<file path="config.mk">
export PLATFORM = sky130hd
export DESIGN_NAME = coh_xchk
export DESIGN_NICKNAME = d
export VERILOG_FILES = /design/src/rtl/coh_pkg.sv /design/src/rtl/coh_ref_msi.sv /design/src/rtl/coh_arch_array.sv /design/src/rtl/coh_asrt_fifo.sv /design/src/rtl/coh_watchdog.sv /design/src/rtl/coh_xchk.sv
export SDC_FILE = /design/constraint.sdc
export NUM_CORES = 1
export LEC_CHECK = 0
export BUFFER_PORTS_ARGS = -buffer_cell sky130_fd_sc_hd__buf_2
export CAP_MARGIN = 10
export CORE_ASPECT_RATIO = 1.75
export CORE_MARGIN = 2
export CORE_UTILIZATION = 60
export DETAILED_ROUTE_END_ITERATION = 12
export GPL_ROUTABILITY_DRIVEN = 0
export GPL_TIMING_DRIVEN = 1
export PLACE_DENSITY = 0.75
export SYNTH_ARGS = -nofsm -noshare
export SYNTH_HDL_FRONTEND = slang
export SYNTH_SLANG_ARGS = --single-unit
export TNS_END_PERCENT = 20
</file>
<file path="constraint.sdc">
create_clock -name clk -period 6.4 [get_ports clk]
set_input_delay 1.28 -clock clk [delete_from_list [all_inputs] [get_ports clk]]
set_output_delay 1.28 -clock clk [all_outputs]
set_load 0.1 [all_outputs]
</file>
<file path="src/rtl/coh_pkg.sv">
package coh_pkg;
    localparam logic [1:0] MSI_I = 2'd0;
    localparam logic [1:0] MSI_S = 2'd1;
    localparam logic [1:0] MSI_M = 2'd2;

    localparam logic [2:0] EV_RD    = 3'd0;
    localparam logic [2:0] EV_WR    = 3'd1;
    localparam logic [2:0] EV_SNRD  = 3'd2;
    localparam logic [2:0] EV_SNRDX = 3'd3;
    localparam logic [2:0] EV_EVICT = 3'd4;

    localparam logic [1:0] ACT_NONE     = 2'd0;
    localparam logic [1:0] ACT_FETCH_SH = 2'd1;
    localparam logic [1:0] ACT_FETCH_EX = 2'd2;
    localparam logic [1:0] ACT_SUPPLY   = 2'd3;

    localparam logic [1:0] AK_I2S = 2'd0;
    localparam logic [1:0] AK_I2M = 2'd1;
    localparam logic [1:0] AK_S2M = 2'd2;
    localparam logic [1:0] AK_M2I = 2'd3;

    localparam logic [2:0] ERR_NONE    = 3'd0;
    localparam logic [2:0] ERR_INIT    = 3'd1;
    localparam logic [2:0] ERR_FINAL   = 3'd2;
    localparam logic [2:0] ERR_ACTION  = 3'd3;
    localparam logic [2:0] ERR_TIMEOUT = 3'd4;
endpackage

</file>
<file path="src/rtl/coh_ref_msi.sv">
module coh_ref_msi
    import coh_pkg::*;
(
    input  logic [1:0] cur,
    input  logic [2:0] ev,
    output logic [1:0] nxt,
    output logic [1:0] act,
    output logic       asrt_en,
    output logic [1:0] asrt_kind
);
    always_comb begin
        nxt = cur;
        act = ACT_NONE;
        unique case (cur)
            MSI_I: begin
                if (ev == EV_RD) begin nxt = MSI_S; act = ACT_FETCH_SH; end
                else if (ev == EV_WR) begin nxt = MSI_M; act = ACT_FETCH_EX; end
            end
            MSI_S: begin
                if (ev == EV_WR) begin nxt = MSI_M; act = ACT_FETCH_EX; end
                else if (ev == EV_SNRDX || ev == EV_EVICT) nxt = MSI_I;
            end
            MSI_M: begin
                if (ev == EV_SNRD) begin nxt = MSI_S; act = ACT_SUPPLY; end
                else if (ev == EV_SNRDX || ev == EV_EVICT) begin
                    nxt = MSI_I;
                    act = ACT_SUPPLY;
                end
            end
            default: ;
        endcase
    end

    always_comb begin
        asrt_en   = 1'b1;
        asrt_kind = AK_I2S;
        if (cur == MSI_I && nxt == MSI_S)      asrt_kind = AK_I2S;
        else if (cur == MSI_I && nxt == MSI_M) asrt_kind = AK_I2M;
        else if (cur == MSI_S && nxt == MSI_M) asrt_kind = AK_S2M;
        else if (cur == MSI_M && nxt == MSI_I) asrt_kind = AK_M2I;
        else                                   asrt_en   = 1'b0;
    end
endmodule

</file>
<file path="src/rtl/coh_arch_array.sv">
module coh_arch_array
    import coh_pkg::*;
#(
    parameter int IW = 4,
    parameter int TW = 12
) (
    input  logic          clk,
    input  logic          rst_n,
    input  logic [IW-1:0] idx,
    input  logic [TW-1:0] tag,
    output logic [1:0]    rd_state,
    input  logic          we,
    input  logic [1:0]    wr_state
);
    localparam int NSETS = 1 << IW;

    logic [TW-1:0] tags [NSETS];
    logic [1:0]    sts  [NSETS];

    assign rd_state = (tags[idx] == tag) ? sts[idx] : MSI_I;

    always_ff @(posedge clk) begin
        if (!rst_n) begin
            for (int i = 0; i < NSETS; i++) begin
                tags[i] <= '0;
                sts[i]  <= MSI_I;
            end
        end else if (we) begin
            tags[idx] <= tag;
            sts[idx]  <= wr_state;
        end
    end
endmodule

</file>
<file path="src/rtl/coh_asrt_fifo.sv">
module coh_asrt_fifo #(
    parameter int W     = 18,
    parameter int DEPTH = 4
) (
    input  logic         clk,
    input  logic         rst_n,
    input  logic         push,
    input  logic [W-1:0] din,
    output logic         full,
    input  logic         pop,
    output logic [W-1:0] dout,
    output logic         empty
);
    localparam int PW = (DEPTH > 1) ? $clog2(DEPTH) : 1;
    localparam int CW = $clog2(DEPTH + 1);

    logic [W-1:0]  mem [DEPTH];
    logic [PW-1:0] wp, rp;
    logic [CW-1:0] cnt;

    assign full  = (cnt == CW'(DEPTH));
    assign empty = (cnt == '0);
    assign dout  = mem[rp];

    always_ff @(posedge clk) begin
        if (!rst_n) begin
            wp  <= '0;
            rp  <= '0;
            cnt <= '0;
        end else begin
            if (push) begin
                mem[wp] <= din;
                wp <= (wp == PW'(DEPTH - 1)) ? '0 : wp + 1'b1;
            end
            if (pop) rp <= (rp == PW'(DEPTH - 1)) ? '0 : rp + 1'b1;
            if (push && !pop)      cnt <= cnt + 1'b1;
            else if (pop && !push) cnt <= cnt - 1'b1;
        end
    end


    no_overflow_chk: assert property (@(posedge clk) disable iff (!rst_n)
        push |-> !full);


    no_underflow_chk: assert property (@(posedge clk) disable iff (!rst_n)
        pop |-> !empty);
endmodule

</file>
<file path="src/rtl/coh_watchdog.sv">
module coh_watchdog #(
    parameter int WDW = 16
) (
    input  logic           clk,
    input  logic           rst_n,
    input  logic           restart,
    input  logic           active,
    input  logic [WDW-1:0] limit,
    output logic           timeout
);
    logic [WDW-1:0] cnt;
    logic           fired;

    always_ff @(posedge clk) begin
        if (!rst_n || restart || !active) begin
            cnt     <= '0;
            fired   <= 1'b0;
            timeout <= 1'b0;
        end else begin
            timeout <= 1'b0;
            if (!fired) begin
                if (cnt == limit - WDW'(1)) begin
                    timeout <= 1'b1;
                    fired   <= 1'b1;
                end else begin
                    cnt <= cnt + 1'b1;
                end
            end
        end
    end


    single_pulse_chk: assert property (@(posedge clk) disable iff (!rst_n)
        timeout |=> !timeout);


    restart_clears_chk: assert property (@(posedge clk) disable iff (!rst_n)
        restart |=> !timeout);
endmodule

</file>
<file path="src/rtl/coh_xchk.sv">
module coh_xchk
    import coh_pkg::*;
#(
    parameter int AW    = 16,
    parameter int IW    = 4,
    parameter int DEPTH = 4,
    parameter int WDW   = 16
) (
    input  logic           clk,
    input  logic           rst_n,
    input  logic           tr_valid,
    output logic           tr_ready,
    input  logic [AW-1:0]  tr_addr,
    input  logic [1:0]     tr_init,
    input  logic [1:0]     tr_final,
    input  logic [2:0]     tr_event,
    input  logic [1:0]     tr_action,
    input  logic           pend_req,
    input  logic [WDW-1:0] wd_limit,
    output logic           as_valid,
    input  logic           as_ready,
    output logic [AW-1:0]  as_addr,
    output logic [1:0]     as_kind,
    output logic           err_valid,
    output logic [2:0]     err_code
);
    localparam int TW = AW - IW;
    localparam int QW = AW + 2;

    typedef enum logic {ST_IDLE, ST_CHECK} fsm_t;
    fsm_t st, st_n;

    logic [AW-1:0] q_addr;
    logic [1:0]    q_init, q_final, q_act;
    logic [2:0]    q_ev;
    logic [1:0]    arch_st, exp_nxt, exp_act, asrt_kind;
    logic          asrt_en, fifo_full, fifo_empty, tr_fire, upd, push, wd_to;
    logic [2:0]    code, code_q;
    logic          err_q;
    logic [QW-1:0] fifo_out;

    assign tr_ready = (st == ST_IDLE) && !fifo_full;
    assign tr_fire  = tr_valid && tr_ready;

    coh_arch_array #(.IW(IW), .TW(TW)) u_arch (
        .clk(clk), .rst_n(rst_n),
        .idx(q_addr[IW-1:0]), .tag(q_addr[AW-1:IW]),
        .rd_state(arch_st), .we(upd), .wr_state(q_final)
    );

    coh_ref_msi u_ref (
        .cur(arch_st), .ev(q_ev), .nxt(exp_nxt), .act(exp_act),
        .asrt_en(asrt_en), .asrt_kind(asrt_kind)
    );

    always_comb begin
        if (q_init != arch_st)       code = ERR_INIT;
        else if (q_final != exp_nxt) code = ERR_FINAL;
        else if (q_act != exp_act)   code = ERR_ACTION;
        else                         code = ERR_NONE;
    end

    assign upd  = (st == ST_CHECK) && (code == ERR_NONE);
    assign push = upd && asrt_en;

    coh_asrt_fifo #(.W(QW), .DEPTH(DEPTH)) u_fifo (
        .clk(clk), .rst_n(rst_n),
        .push(push), .din({q_addr, asrt_kind}), .full(fifo_full),
        .pop(as_valid && as_ready), .dout(fifo_out), .empty(fifo_empty)
    );

    assign as_valid = !fifo_empty;
    assign as_addr  = fifo_out[QW-1:2];
    assign as_kind  = fifo_out[1:0];

    coh_watchdog #(.WDW(WDW)) u_wd (
        .clk(clk), .rst_n(rst_n), .restart(tr_fire), .active(pend_req),
        .limit(wd_limit), .timeout(wd_to)
    );

    always_comb begin
        st_n = st;
        unique case (st)
            ST_IDLE:  if (tr_fire) st_n = ST_CHECK;
            ST_CHECK: st_n = ST_IDLE;
            default:  st_n = ST_IDLE;
        endcase
    end

    always_ff @(posedge clk) begin
        if (!rst_n) st <= ST_IDLE;
        else        st <= st_n;
    end

    always_ff @(posedge clk) begin
        if (!rst_n) begin
            err_q   <= 1'b0;
            code_q  <= ERR_NONE;
            q_addr  <= '0;
            q_init  <= MSI_I;
            q_final <= MSI_I;
            q_act   <= ACT_NONE;
            q_ev    <= EV_RD;
        end else begin
            err_q  <= (st == ST_CHECK) && (code != ERR_NONE);
            code_q <= (st == ST_CHECK) ? code : ERR_NONE;
            if (tr_fire) begin
                q_addr  <= tr_addr;
                q_init  <= tr_init;
                q_final <= tr_final;
                q_act   <= tr_action;
                q_ev    <= tr_event;
            end
        end
    end

    assign err_valid = err_q || wd_to;
    assign err_code  = err_q ? code_q : (wd_to ? ERR_TIMEOUT : ERR_NONE);


    init_mismatch_chk: assert property (@(posedge clk) disable iff (!rst_n)
        (st == ST_CHECK && q_init != arch_st) |=> (err_valid && err_code == ERR_INIT));


    final_mismatch_chk: assert property (@(posedge clk) disable iff (!rst_n)
        (st == ST_CHECK && q_init == arch_st && q_final != exp_nxt)
        |=> (err_valid && err_code == ERR_FINAL));


    accept_stalls_chk: assert property (@(posedge clk) disable iff (!rst_n)
        tr_fire |=> !tr_ready);


    fail_no_queue_chk: assert property (@(posedge clk) disable iff (!rst_n)
        (st == ST_CHECK && q_init != arch_st) |=> $stable(as_valid) || !as_valid || as_ready);
endmodule

</file>
==> metrics.log <==
[metrics] cell with the largest stage delay on the worst path: sky130_fd_sc_hd__dfxtp_4
[metrics] synthesized area: 16600 um^2
[metrics] Post-CTS Repair Setup Buffers: 0
[metrics] CTS Root Buffer Type: sky130_fd_sc_hd__clkbuf_16
[metrics] core region area: 27200 um^2
[metrics] FF-to-FF End: u_fifo.cnt[2]
[metrics] TritonCTS buffer count: 31
[metrics] vias post-DR: 10603
[metrics] cell area power density: 306 nW/um^2
[metrics] HP Class: flop to flop
[metrics] initial antenna violation count: 0
[metrics] library cells used by synthesis: 59
[metrics] number of enable flip-flop cells after synthesis: 296
[metrics] row count: 80
[metrics] initial core utilization: 61.1%
[metrics] most instantiated flip-flop cell in the synthesis netlist: sky130_fd_sc_hd__edfxtp_1
[metrics] share of the clock period used by the worst path: 84.4%
[metrics] most frequent cells after synthesis: 296 x sky130_fd_sc_hd__edfxtp_1, 201 x sky130_fd_sc_hd__nor3_1, 102 x sky130_fd_sc_hd__nand2_1
[metrics] overall routed net length: 39300 um
[metrics] share of the yosys chip area belonging to registers: 60.7%
[metrics] Async S/R FF share, synth: 0%
[metrics] count of placed standard cells in the final layout, fillers left out: 1679
[metrics] clock latency on the worst-skew pair: 0.58 ns
[metrics] CTS Buffer Depth: 3
[metrics] count of cells resized by post-cts repair: 0
[metrics] CTS tree: done
[metrics] count of buffers inserted at the top-level ports: 69
[metrics] wire length of the first global-routing pass: 59900 um
[metrics] final setup TNS: 0 ns
[metrics] post-synthesis to final-layout area growth: 10.6%
[metrics] HPWL reported at the end of detailed placement: 26800 um
[metrics] P_leak: 5.87 nW
[metrics] ANT cells: 0
[metrics] number of instances in the synthesized netlist: 1244
[metrics] number of global-route vias before repair: 10880
[metrics] # DRC: 0
[metrics] fraction of layout instances using a drive strength above 1: 22.8%
[metrics] number of warnings issued by yosys: 0
[metrics] largest incremental delay on the critical path: 0.73 ns
[metrics] time the final worst path needs with I/O delays and setup: 5.40 ns
[metrics] drt via density: 6.32
[metrics] peak ir drop on the vdd network: 0.287 mV
[metrics] highest achievable clock rate: 185 MHz
[metrics] final clock skew: 0.0211 ns
[metrics] number of hold-repair buffers added at the cts stage: 0
[metrics] First DRT Iteration DRCs: 917
[metrics] H-tree depth reported by CTS: 1
[metrics] residual overflow from global routing: 0
[metrics] Post-DRT Antenna Nets: 0
[metrics] Total Die Area: 29100 um^2
[metrics] setup repair after global routing missed its margin: false
[metrics] post-layout total power: 5.63 mW
[metrics] clock-pin slew of the registers on the worst-case setup and hold paths: 0.07 ns
[metrics] Sinks on Clock Net: 356
[metrics] die width: 130 um
[metrics] pin count of the biggest net entering global routing: 73
[metrics] top-area cell type share of the netlist area: 53.5%
[metrics] ranking of synthesized cells by area: sky130_fd_sc_hd__edfxtp_1 53%, sky130_fd_sc_hd__mux4_2 9.1%, sky130_fd_sc_hd__dfxtp_1 7.2%
[metrics] worst path required time: 6.89 ns
[metrics] depth of the most critical reg-to-reg path: 16
[metrics] syn_nets: 1299
[metrics] setup slack of the worst register-to-register path: 1.00 ns
[metrics] timing endpoint of the critical path: u_fifo.cnt[2]
[metrics] Mapped Avg Cell Area: 13.4 um^2
[metrics] 1st-pass router iterations: 5
[metrics] number of violations of the max-capacitance limit: 0
[metrics] worst slack at placement: 1.06 ns
[metrics] Worst Tran Pin Value: 1.10 ns
[metrics] number of nets in the final layout: 1341
[metrics] result of the run: finished, final reports clean
[metrics] headroom to the max-slew limit: 26.6%
[metrics] most frequently used cell type in the post-synthesis netlist: sky130_fd_sc_hd__edfxtp_1
[metrics] Total GRT Usage: 27.5%
[metrics] number of endpoints with negative hold slack in the final report: 0
[metrics] crit path setup slack, layout: 1.00 ns
[metrics] y dimension of the die: 224 um
[metrics] CP Cell Sequence: buf_12, mux4_2, xnor2_1, o41ai_1, o22a_1, nand4_1, nor2_1, nand3_1, a311oi_1, and4b_1, ha_1, inv_1, fa_1, xor2_1, or3_1, a21boi_0
[metrics] endpoint arrival time on the critical path: 5.89 ns
[metrics] Final Core Density: 67.5%
[metrics] endpoint type of the worst setup path: flop
[metrics] post-DR wirelength/cell: 23.4 um
[metrics] startpoint types: flop
[metrics] critical path class: flop to flop
[metrics] synthesized flop and latch total: 356
[metrics] Max Fanout on Critical Path: 30
[metrics] cell total after placement: 1622
[metrics] endpoints failing setup: 0
[metrics] leading area contributor after synthesis: sky130_fd_sc_hd__edfxtp_1
[metrics] io pins: 70
[metrics] final slew viol count: 0
==> cell usage in the layout, fill, tap and decap left out, types with 16 or more instances in the layout <==
master	Yosys	layout
sky130_fd_sc_hd__buf_4	3	39
sky130_fd_sc_hd__o31ai_2	0	16
sky130_fd_sc_hd__mux2i_1	54	54
sky130_fd_sc_hd__nor3_2	34	38
sky130_fd_sc_hd__xor2_1	30	30
sky130_fd_sc_hd__o21ai_0	19	19
sky130_fd_sc_hd__mux4_2	67	67
sky130_fd_sc_hd__clkbuf_16	0	32
sky130_fd_sc_hd__inv_1	18	18
sky130_fd_sc_hd__dfxtp_1	60	57
sky130_fd_sc_hd__nand2_1	102	102
sky130_fd_sc_hd__nor2_1	41	41
sky130_fd_sc_hd__xnor2_1	21	21
sky130_fd_sc_hd__nor3_1	201	197
sky130_fd_sc_hd__edfxtp_1	296	296
sky130_fd_sc_hd__buf_2	22	69
sky130_fd_sc_hd__nand3_1	19	18
sky130_fd_sc_hd__a21boi_0	28	28
==> power breakdown <==
| part | internal, mW | switching (mW) |
|---|---|---|
| combinational | 0.315 | 0.701 |
| sequential | 2.59 | 0.101 |
| clock | 1.09 | 0.830 |
| total | 3.99 | 1.63 |
==> area by class of cell <==
type                    count  area, um^2
fillers                  1968        8840
repair buffers            111         698
well taps                 369         462
clock buffers              42         878
flip-flops and latches    356       10100
clock inverters            15         168
inverters                  19        71.3
multi-input cells         767        6010
==> metrics by stage <==
stage	instance area (um^2)	hold WS, ns
finish	18400	0.476
global route	18400	0.508
CTS	18400	0.479
detailed placement	17300	0.461
global placement	17300	0.456
floorplan	16600	0.399
==> routing by layer <==
metal / vias up / GRT usage (%) / routed length [um]
li1: 4811 / - / -
met1: 5255 / 30.0 / 13300
met2: 431 / 51.2 / 22000
met3: 106 / 3.21 / 1930
met4: 0 / 14.3 / 2090
met5: - / 0 / 0
==> registers in the layout, indices dropped and copies added, names as in the netlist, named ones only <==
| name | count |
|---|---|
| u_fifo.cnt | 3 |
| u_arch.sts | 32 |
| err_q | 1 |
| q_init | 2 |
| u_fifo.mem | 72 |
| q_addr | 16 |
| q_final | 2 |
| code_q | 2 |
| q_act | 2 |
| u_wd.fired | 1 |
| u_arch.tags | 192 |
| u_fifo.wp | 2 |
| u_wd.cnt | 16 |
| u_wd.timeout | 1 |
| u_fifo.rp | 2 |
| q_ev | 3 |
| st | 1 |
==> critical path, delay by kind of cell (launching register included) <==
kind | cells | cell delay, ns
buffers and inverters | 2 | 0.37
flip-flops | 1 | 0.73
XOR/XNOR | 2 | 0.35
adder cells (fa/ha/maj) | 2 | 0.65
AND/OR/NAND/NOR | 5 | 1.54
AO/OA/AOI/OAI | 4 | 1.08
multiplexers | 1 | 0.55
==> logic make-up (layout without fill, tap and decap cells) <==
family | after synthesis | in the layout | synth area share [%]
flip-flops | 356 | 356 | 60.7
adder cells (fa/ha/maj) | 9 | 9 | 0.722
AO/OA/AOI/OAI | 110 | 110 | 4.61
XOR/XNOR | 51 | 51 | 2.69
AND/OR/NAND/NOR | 472 | 472 | 14.9
buffers and inverters | 121 | 187 | 3.82
multiplexers | 125 | 125 | 12.6
==> worst min-delay path by stage <==
stage | slack (ns) | depth (start not counted) | endpoint | startpoint
final | 0.48 | 1 | u_wd.timeout | u_wd.fired
after global routing | 0.51 | 1 | u_wd.timeout | u_wd.fired
after CTS | 0.48 | 1 | u_wd.timeout | u_wd.fired
after detailed placement | 0.46 | 1 | u_wd.timeout | u_wd.fired
after floorplan | 0.40 | 1 | u_wd.timeout | u_wd.fired
after global placement | 0.46 | 1 | u_wd.timeout | u_wd.fired
(Power assumes the default switching activity.)
